$ cat config.mk
export PLATFORM = sky130hd
export DESIGN_NAME = i2c_eeprom_tgt
export DESIGN_NICKNAME = d
export VERILOG_FILES = /design/src/rtl/i2c_eeprom_pkg.sv /design/src/rtl/i2c_line_sync.sv /design/src/rtl/wr_busy_timer.sv /design/src/rtl/byte_store.sv /design/src/rtl/i2c_eeprom_tgt.sv
export SDC_FILE = /design/constraint.sdc
export NUM_CORES = 2
export LEC_CHECK = 0
export BUFFER_PORTS_ARGS = -buffer_cell sky130_fd_sc_hd__buf_2
export CAP_MARGIN = 20
export CELL_PAD_IN_SITES_DETAIL_PLACEMENT = 1
export CELL_PAD_IN_SITES_GLOBAL_PLACEMENT = 1
export CORE_MARGIN = 3
export CORE_UTILIZATION = 45
export CTS_BUF_LIST = sky130_fd_sc_hd__clkbuf_2
export DETAILED_ROUTE_END_ITERATION = 16
export PLACE_DENSITY_LB_ADDON = 0.1
export SKIP_LAST_GASP = 1
export SLEW_MARGIN = 20
export SYNTH_ARGS = -nofsm -noshare
export SYNTH_HDL_FRONTEND = slang
export SYNTH_SLANG_ARGS = --single-unit
$ cat constraint.sdc
create_clock -name clk -period 4.9 [get_ports clk]
set_input_delay 0.98 -clock clk [delete_from_list [all_inputs] [get_ports clk]]
set_output_delay 0.98 -clock clk [all_outputs]
set_load 0.05 [all_outputs]
$ cat src/rtl/i2c_eeprom_pkg.sv
package i2c_eeprom_pkg;

  typedef enum logic [2:0] {
    ST_IDLE,
    ST_DEVADDR,
    ST_WORDADDR,
    ST_WRDATA,
    ST_ACK,
    ST_TXBYTE,
    ST_MACK,
    ST_IGNORE
  } tgt_state_e;

  localparam logic [3:0] DEV_TYPE = 4'hA;

endpackage

$ cat src/rtl/i2c_line_sync.sv
module i2c_line_sync #(
  parameter int WIDTH  = 2,
  parameter int STAGES = 2
) (
  input  logic             clk,
  input  logic             rst_n,
  input  logic [WIDTH-1:0] din,
  output logic [WIDTH-1:0] dout
);

  for (genvar g = 0; g < WIDTH; g++) begin : g_line
    logic [STAGES-1:0] chain_q;

    always_ff @(posedge clk or negedge rst_n) begin
      if (!rst_n) chain_q <= '1;
      else        chain_q <= {chain_q[STAGES-2:0], din[g]};
    end

    assign dout[g] = chain_q[STAGES-1];
  end

endmodule

$ cat src/rtl/wr_busy_timer.sv
module wr_busy_timer #(
  parameter int CYCLES = 200000
) (
  input  logic clk,
  input  logic rst_n,
  input  logic start,
  output logic busy
);

  localparam int CW = $clog2(CYCLES + 1);
  localparam logic [CW-1:0] LOAD = CW'(CYCLES);

  logic [CW-1:0] cnt_q, cnt_d;

  always_comb begin
    cnt_d = cnt_q;
    if (start)             cnt_d = LOAD;
    else if (cnt_q != '0)  cnt_d = cnt_q - 1'b1;
  end

  always_ff @(posedge clk or negedge rst_n) begin
    if (!rst_n) cnt_q <= '0;
    else        cnt_q <= cnt_d;
  end

  assign busy = (cnt_q != '0);

  AST_BUSY_ARMED: assert property (@(posedge clk) disable iff (!rst_n)
    start |=> busy);
  AST_BUSY_BOUND: assert property (@(posedge clk) disable iff (!rst_n)
    cnt_q <= LOAD);

endmodule

$ cat src/rtl/byte_store.sv
module byte_store #(
  parameter int AW = 8
) (
  input  logic          clk,
  input  logic          we,
  input  logic [AW-1:0] waddr,
  input  logic [7:0]    wdata,
  input  logic [AW-1:0] raddr,
  output logic [7:0]    rdata
);

  localparam int DEPTH = 1 << AW;

  logic [7:0] mem [DEPTH];

  always_ff @(posedge clk) begin
    if (we) mem[waddr] <= wdata;
  end

  assign rdata = mem[raddr];

endmodule

$ cat src/rtl/i2c_eeprom_tgt.sv
module i2c_eeprom_tgt
  import i2c_eeprom_pkg::*;
#(
  parameter int WR_CYCLES   = 200000,
  parameter int SYNC_STAGES = 2
) (
  input  logic       clk,
  input  logic       rst_n,
  input  logic       scl_i,
  input  logic       sda_i,
  input  logic [2:0] chip_sel,
  output logic       sda_pull
);

  localparam int WORD_W = 8;

  // line synchronizer and edge / condition detection
  logic [1:0] sync_out;
  logic scl_s, sda_s, scl_q, sda_q;
  logic scl_rise, scl_fall, start_det, stop_det;

  i2c_line_sync #(.WIDTH(2), .STAGES(SYNC_STAGES)) u_sync (
    .clk  (clk),
    .rst_n(rst_n),
    .din  ({scl_i, sda_i}),
    .dout (sync_out)
  );
  assign scl_s = sync_out[1];
  assign sda_s = sync_out[0];

  always_ff @(posedge clk or negedge rst_n) begin
    if (!rst_n) begin
      scl_q <= 1'b1;
      sda_q <= 1'b1;
    end else begin
      scl_q <= scl_s;
      sda_q <= sda_s;
    end
  end

  assign scl_rise  =  scl_s & ~scl_q;
  assign scl_fall  = ~scl_s &  scl_q;
  assign start_det =  scl_s &  scl_q &  sda_q & ~sda_s;
  assign stop_det  =  scl_s &  scl_q & ~sda_q &  sda_s;

  // protocol state
  tgt_state_e        state_q, state_d, ack_nxt_q, ack_nxt_d;
  logic [2:0]        bit_cnt_q, bit_cnt_d;
  logic [7:0]        shreg_q, shreg_d, txsh_q, txsh_d;
  logic [WORD_W-1:0] ptr_q, ptr_d;
  logic              byte_done_q, byte_done_d;
  logic              m_ack_q, m_ack_d;
  logic              wr_pend_q, wr_pend_d;
  logic              shift_en, mem_we, busy_start, busy, dev_match;
  logic [7:0]        rd_data;

  assign dev_match = (shreg_q[7:4] == DEV_TYPE) && (shreg_q[3:1] == chip_sel);

  always_comb begin
    state_d     = state_q;
    ack_nxt_d   = ack_nxt_q;
    bit_cnt_d   = bit_cnt_q;
    shreg_d     = shreg_q;
    txsh_d      = txsh_q;
    ptr_d       = ptr_q;
    byte_done_d = byte_done_q;
    m_ack_d     = m_ack_q;
    wr_pend_d   = wr_pend_q;
    shift_en    = 1'b0;
    mem_we      = 1'b0;
    busy_start  = 1'b0;
    if (stop_det) begin
      state_d    = ST_IDLE;
      busy_start = wr_pend_q;
      wr_pend_d  = 1'b0;
    end else if (start_det) begin
      state_d     = ST_DEVADDR;
      bit_cnt_d   = 3'd0;
      byte_done_d = 1'b0;
    end else begin
      case (state_q)
        ST_DEVADDR: begin
          if (scl_rise) shift_en = 1'b1;
          else if (scl_fall && byte_done_q) begin
            byte_done_d = 1'b0;
            if (dev_match && !busy) begin
              state_d = ST_ACK;
              if (shreg_q[0]) begin
                ack_nxt_d = ST_TXBYTE;
                txsh_d    = rd_data;
                ptr_d     = ptr_q + 1'b1;
              end else begin
                ack_nxt_d = ST_WORDADDR;
              end
            end else begin
              state_d = ST_IGNORE;
            end
          end
        end
        ST_WORDADDR: begin
          if (scl_rise) shift_en = 1'b1;
          else if (scl_fall && byte_done_q) begin
            byte_done_d = 1'b0;
            ptr_d       = shreg_q[WORD_W-1:0];
            state_d     = ST_ACK;
            ack_nxt_d   = ST_WRDATA;
          end
        end
        ST_WRDATA: begin
          if (scl_rise) shift_en = 1'b1;
          else if (scl_fall && byte_done_q) begin
            byte_done_d = 1'b0;
            mem_we      = 1'b1;
            ptr_d       = ptr_q + 1'b1;
            wr_pend_d   = 1'b1;
            state_d     = ST_ACK;
            ack_nxt_d   = ST_IGNORE;
          end
        end
        ST_ACK: begin
          if (scl_fall) begin
            state_d   = ack_nxt_q;
            bit_cnt_d = 3'd0;
          end
        end
        ST_TXBYTE: begin
          if (scl_fall) begin
            txsh_d    = {txsh_q[6:0], 1'b0};
            bit_cnt_d = bit_cnt_q + 3'd1;
            if (bit_cnt_q == 3'd7) state_d = ST_MACK;
          end
        end
        ST_MACK: begin
          if (scl_rise) m_ack_d = ~sda_s;
          else if (scl_fall) begin
            if (m_ack_q) begin
              txsh_d    = rd_data;
              ptr_d     = ptr_q + 1'b1;
              bit_cnt_d = 3'd0;
              state_d   = ST_TXBYTE;
            end else begin
              state_d = ST_IGNORE;
            end
          end
        end
        default: ;
      endcase
      if (shift_en) begin
        shreg_d   = {shreg_q[6:0], sda_s};
        bit_cnt_d = bit_cnt_q + 3'd1;
        if (bit_cnt_q == 3'd7) byte_done_d = 1'b1;
      end
    end
  end

  always_ff @(posedge clk or negedge rst_n) begin
    if (!rst_n) begin
      state_q     <= ST_IDLE;
      ack_nxt_q   <= ST_IGNORE;
      bit_cnt_q   <= 3'd0;
      shreg_q     <= 8'd0;
      txsh_q      <= 8'd0;
      ptr_q       <= '0;
      byte_done_q <= 1'b0;
      m_ack_q     <= 1'b0;
      wr_pend_q   <= 1'b0;
    end else begin
      state_q     <= state_d;
      ack_nxt_q   <= ack_nxt_d;
      bit_cnt_q   <= bit_cnt_d;
      shreg_q     <= shreg_d;
      txsh_q      <= txsh_d;
      ptr_q       <= ptr_d;
      byte_done_q <= byte_done_d;
      m_ack_q     <= m_ack_d;
      wr_pend_q   <= wr_pend_d;
    end
  end

  assign sda_pull = (state_q == ST_ACK) | ((state_q == ST_TXBYTE) & ~txsh_q[7]);

  byte_store #(.AW(WORD_W)) u_store (
    .clk  (clk),
    .we   (mem_we),
    .waddr(ptr_q),
    .wdata(shreg_q),
    .raddr(ptr_q),
    .rdata(rd_data)
  );

  wr_busy_timer #(.CYCLES(WR_CYCLES)) u_busy (
    .clk  (clk),
    .rst_n(rst_n),
    .start(busy_start),
    .busy (busy)
  );

  AST_STOP_TO_IDLE: assert property (@(posedge clk) disable iff (!rst_n)
    stop_det |=> (state_q == ST_IDLE));
  AST_TYPE_MISMATCH_NACK: assert property (@(posedge clk) disable iff (!rst_n)
    (state_q == ST_DEVADDR && byte_done_q && scl_fall && shreg_q[7:4] != DEV_TYPE)
      |=> (state_q != ST_ACK));
  AST_MNACK_RELEASE: assert property (@(posedge clk) disable iff (!rst_n)
    (state_q == ST_MACK && scl_fall && !m_ack_q) |=> !sda_pull);
  AST_BUSY_NO_ACK: assert property (@(posedge clk) disable iff (!rst_n)
    (busy && state_q == ST_DEVADDR && byte_done_q && scl_fall)
      |=> (state_q == ST_IGNORE));
  AST_PULL_SCL_LOW: assert property (@(posedge clk) disable iff (!rst_n)
    !$stable(sda_pull) |-> (!scl_s || $past(start_det) || $past(stop_det)));

endmodule

# Word-level counts from Yosys, hierarchy flattened
# Memories as Yosys holds them, arrays and structs flattened.
# Index checks and enable logic that the tools add are counted.
# word_totals
register_bits	60
mem_bits_rw	2048
input_bits	7
out_inout_bits	1
wordCells	171
n_memories	1
# memory_table
memory	words	width	rd	rd_clocked_by_memory_dff	write_ports	line_no	rtl
u_store.mem	256	8	1	0	1	byte_store.sv:14	logic [7:0] mem [DEPTH];
# classes
addsub	3
eq_ne	37
mux	77
bitwise	16
n_reduce_logical	23
# op_table
operator	n
two-way mux 8 bit	19
two-way mux 3 bit	26
inequality test 4 bit (second input constant)	10
two-way mux 18 bit	2
case mux 8 bit (4 select lines)	1
inequality test 2 bit (second input constant)	12
case mux 8 bit (3 select lines)	1
two-way mux 1 bit	23
AND reduction 10 bit	2
case mux 3 bit (3 select lines)	2
nonzero test 18 bit	1
subtractor 18 x 1 -> 18 bit (second input constant)	1
case mux 3 bit (5 select lines)	1
AND reduction 14 bit	1
equality test 3 bit (second input constant)	4
AND reduction 11 bit	1
adder 8 x 1 -> 8 bit (second input constant)	1
bitwise AND 1 bit	8
inequality test 4 x 3 -> 1 bit (second input constant)	2
AND reduction 4 bit	2
NOT 1 bit	7
AND reduction 7 bit	1
nonzero test 7 bit	1
equality test 3 x 2 -> 1 bit (second input constant)	2
other kinds (18)	25

# Logic depth before layout (Yosys ltp)
# logic_depth
ltp_word	10
depth_mapped	14
mapped_depth_nobuf	9

# By module
# A second synthesis with hierarchy kept.
# hier_totals
hier_cells	4070
area_unflattened_um2	82836.9
# modules_own_cells
module	instances	cells_each	area_per_inst_um2	seq_area_each_um2
byte_store	1	3725	79396.1	61499.0
i2c_eeprom_tgt	1	221	2238.4	957.2
wr_busy_timer	1	118	1082.3	450.4
i2c_line_sync	1	6	120.1	105.1

# Worst setup path before layout
# Ideal clock, no wire load.
# synth_timing
path_kind	register -> register
startpoint	reg shreg_q[0]
endpoint	reg ptr_q[0]
setup_ns	0.093
t_arrival_ns	5.009
t_required_ns	4.807
path_slack_ns	-0.202
path_stages_with_launch	8
path_buffers	2
synth_period_minus_slack_ns	5.102
cell_sequence	dfrtp_1 > inv_1 > o41ai_4 > and3_1 > buf_4 > buf_6 > nand3_1 > o211ai_1
# synth_between
elab_chain_len	3
elab_cells_between_ends	5
cone_classes	1 x eq/ne; 3 x mux; 1 x reduce/logical
# synth_lines
element	line_no	rtl
start: declaration	i2c_eeprom_tgt.sv:49	logic [7:0] shreg_q, shreg_d, txsh_q, txsh_d;
start signal: assignment	i2c_eeprom_tgt.sv:171	shreg_q <= shreg_d;
two-way mux 8 bit	i2c_eeprom_tgt.sv:102	else if (scl_fall && byte_done_q) begin
two-way mux 8 bit	i2c_eeprom_tgt.sv:101	if (scl_rise) shift_en = 1'b1;
case mux 8 bit (4 select lines)	i2c_eeprom_tgt.sv:81	case (state_q)
end signal: assignment	i2c_eeprom_tgt.sv:173	ptr_q <= ptr_d;
end: declaration	i2c_eeprom_tgt.sv:50	logic [WORD_W-1:0] ptr_q, ptr_d;
# Parallel ways exist; a longest one is shown, timed or not. The select of a mux whose other input is x is not followed.
# A chain may end at the register's enable or synchronous reset.

# Final worst setup path
# layout_timing
startpoint	reg ptr_q[0]
endpoint	reg txsh_q[3]
# layout_between
elab_chain_len	6
elab_cells_between_ends	9
cone_classes	8 x mux; 1 x memory
# layout_lines
element	line_no	rtl
memory (256 x 8 bit) (*)	-	
two-way mux 8 bit	i2c_eeprom_tgt.sv:88	if (shreg_q[0]) begin
two-way mux 8 bit	i2c_eeprom_tgt.sv:86	if (dev_match && !busy) begin
two-way mux 8 bit	i2c_eeprom_tgt.sv:84	else if (scl_fall && byte_done_q) begin
two-way mux 8 bit	i2c_eeprom_tgt.sv:83	if (scl_rise) shift_en = 1'b1;
case mux 8 bit (3 select lines) (*)	i2c_eeprom_tgt.sv:81	
end signal: assignment	i2c_eeprom_tgt.sv:172	txsh_q <= txsh_d;
end: declaration	i2c_eeprom_tgt.sv:49	
# Mark *: on every way between the ends. The rest lies on a longest branch, timed or not. The select of a mux whose other input is x is not followed.

==> metrics.md <==
| Metric | Value |
|---|---|
| Crit. End Element | flip-flop |
| Wire per inst | 33.4 um |
| Worst flop-to-flop path endpoint | txsh_q[3]$_DFFE_PN0P_ |
| Die ar. | 189000 um^2 |
| Total number of vias | 47000 |
| Layout Area Growth over Synthesis | 12.9% |
| Post-synth top flop | edfxtp_1 |
| DRC errors left | 0 |
| Clock slew at reported path FFs | about 100 ps |
| IO Count | 8 |
| GRT Util Overall | 27.5% |
| HPWL Detailed | roughly 160000 um |
| RSZ-0062 raised after global routing | false |
| Core ar. | roughly 180000 um^2 |
| Int Pwr | 32.6 mW |
| CP Launch Point | ptr_q[0]$_DFFE_PN0P_ |
| Synthesized flop and latch total | 2108 |
| EDFF count, synth | 2048 |
| Skew final | 153 ps |
| Crit start category | flip-flop |
| Hold Vio Cnt, Final | 0 |
| Sequential Power Share | between 40% and 50% |
| H-Tree Depth | 6 |
| Power per cell area | ~550 nW/um^2 |
| WHS Endpoint | u_sync.g_line[0].chain_q[0]$_DFF_PN1_ |
| Lkg Pwr | 31.6 nW |
| Synthesis warning total | 0 |
| Post-place setup slack | 512 ps |
| Total iterations of the first detailed-routing run | 5 |
| First-pass GRT wire length | 370000 um |
| Mapped Avg Cell Area | 19.8 um^2 |
| Post-synth cell types | 79 |
| RR Startpoint | ptr_q[0]$_DFFE_PN0P_ |
| Logic pwr share | 32.3% |
| Core Util, Final | between 50% and 60% |
| Final Max Slew Viols | 0 |
| Num rows | 156 |
| Placer congestion estimate | 0.864 |
| Outcome | completed |
| Gr ovfl total | 0 |
| Critical path class | reg2reg |
| Top cells by area, synth | edfxtp_1 (74%), mux4_2 (12%), mux2i_1 (2.5%) |
| Port-buffer cells | 7 |
| Share of layout cells above drive strength 1 | 34.3% |
| Post-Syn Instances | 4185 |
| Cells on worst reg2reg path | 9 |
| Tightest Pin Transition | 1260 ps |
| Die Ht | about 430 um |
| Reg2Reg Setup Slack | around 440 ps |
| Most frequent cells in the layout | edfxtp_1 (2048), clkbuf_2 (793), buf_4 (439), mux4_2 (426), nor2_1 (323) |
| Cell taking the most area after synthesis | edfxtp_1 |
| Setup violators final | 0 |
| Largest net degree at the start of global routing | 174 |
| Die width | 435 um |
| Post-CTS Setup Repair Bufs | 0 |
| DRT Wirelength | around 260000 um |
| Type of the most critical hold path | in2reg |
| Sw Ratio | between 30% and 40% |
| CTS Buf Count | ~560 |
| Fmax achieved | about 220 MHz |
| Vias per Instance | ~6.0 |
| Clk_lat worst skew | around 1800 ps |
| Clock root cell | clkbuf_2 |
| Crit path DAT | between 6000 and 7000 ps |
| Setup TNS | 0 ps |
| Antenna viol nets, final | 0 |
| Post-layout min period | 4460 ps |
| Initial antenna violation count | 18 |
| Hold path depth | 3 |
| Most common cell after layout, fill and taps aside | edfxtp_1 |
| Max cap viols | 0 |
| Clk pwr share | 22.7% |
| Cell area after synthesis | ~83000 um^2 |
| Hold Path Origin | sda_i |
| CP required | 6540 ps |
| Slew margin rel. | roughly 16% |
| Final Cycle Share | 91.1% |
| Seq/Total Area, Yosys | 76.2% |
| Net Count, Synth | between 4000 and 5000 |
| Clock Tree Buf Depth | 4 |
| Vias in the first global route | between 40000 and 50000 |
| FFs w/ async S/R, synth | about 2.8% |
| Synth top area share | roughly 74% |
| Peak supply drop | 0.000642 V |
| Initial core utilization | ~46% |
| CTS tree | yes |
| Critical-path maximum fanout | 56 |
| DRT iter0 DRCs | 5842 |
| Total Nets Final | 5001 |
| NetSw | roughly 19 mW |
| Hold Slack | 369 ps |
| CTS Sinks | about 2100 |
| Setup WS post-layout | 437 ps |
| Overall Power | 51.4 mW |
[cells by family (layout without fill, tap and decap cells)]
kind of cell               count (synthesis)  after routing  share of synthesized area (%)
DFF                                     2108           2108                           76.2
xor gates and xnor gates                  13             13                          0.138
and+or+nand+nor                          697            697                           3.73
adders and majority gates                  7              7                          0.106
other                                      0              8                              0
buffers and inverters                    266           1418                           1.63
muxes                                    658            658                           14.4
AOI/OAI and AO/OA                        436            436                           3.80
[layer usage]
layer	global-route usage (%)	routed length, um
met2	41.6	120000
met5	0	41
met4	10.1	8420
met1	39.4	111000
met3	6.08	21100
[timing repair]
item / CTS / global route
setup endpoints to repair: 1 / 0
endpoints found under the hold margin: 72 / 0
hold buffers: 10 / 0
resized for setup: 1 / 0
[worst max-delay path, cell delays in order (launching register included)]
cell and delay (ps):
dfrtp_4 1030, buf_12 470, mux4_2 550, mux2i_1 420, o21ai_0 280, a211o_1 440, nor4_1 590, buf_4 250
o221a_2 180, o31ai_2 60
[power by group through the flow]
| stage | sequential [mW] | combinational [mW] | clock (mW) |
|---|---|---|---|
| floorplan | 24.4 | 8.42 | 0 |
| global placement | 23.6 | 16.3 | 0 |
| detailed placement | 23.6 | 16.5 | 0 |
| CTS | 23.2 | 16.5 | 12.1 |
| global route | 23.2 | 17.3 | 13.0 |
| finish | 23.1 | 16.6 | 11.7 |
[synthesized netlist by cell type (31+ instances only)]
cell type  instances
nand2_1          173
clkbuf_1         127
dfrtp_1           51
a221oi_1          31
mux2i_1          203
mux4_2           426
nor2_1           326
a22oi_1           94
o22ai_1           33
o21ai_0           58
buf_4             49
a21oi_1           49
nand3_1           52
edfxtp_1        2048
buf_2             47
[through the flow]
stage | std cells | area, um^2
final | 7794 | 93400
after global routing | 7790 | 93400
after CTS | 7783 | 93300
after detailed placement | 6859 | 88600
after global placement | 6859 | 88600
after floorplan | 4185 | 82700
[worst max path at each step]
stage	to	slack, ps	depth (start not counted)
final	txsh_q[3]$_DFFE_PN0P_	440	9
after global routing	sda_pull	90	3
after CTS	sda_pull	150	3
after detailed placement	txsh_q[3]$_DFFE_PN0P_	510	9
after global placement	txsh_q[3]$_DFFE_PN0P_	500	9
after floorplan	ptr_q[0]$_DFFE_PN0P_	90	8
[final cells by class]
type | instances | area [um^2]
sequential | 2108 | 63100
antenna | 8 | 20.0
timing repair buffer | 490 | 4130
clock inverter | 121 | 577
clock buffer | 793 | 3970
multi-input combinational | 1811 | 18500
fill | 16900 | 88300
inverter | 14 | 53.8
tap | 2449 | 3060
[sequential cells by signal, indices dropped and copies added, names as in the netlist, 3 cells and up]
register / flops
ack_nxt_q: 3
bit_cnt_q: 3
ptr_q: 8
shreg_q: 8
state_q: 3
txsh_q: 8
u_busy.cnt_q: 18
u_store.mem: 2048
u_sync.g_line.chain_q: 4
Note: power is estimated with default switching activity, not from simulation.
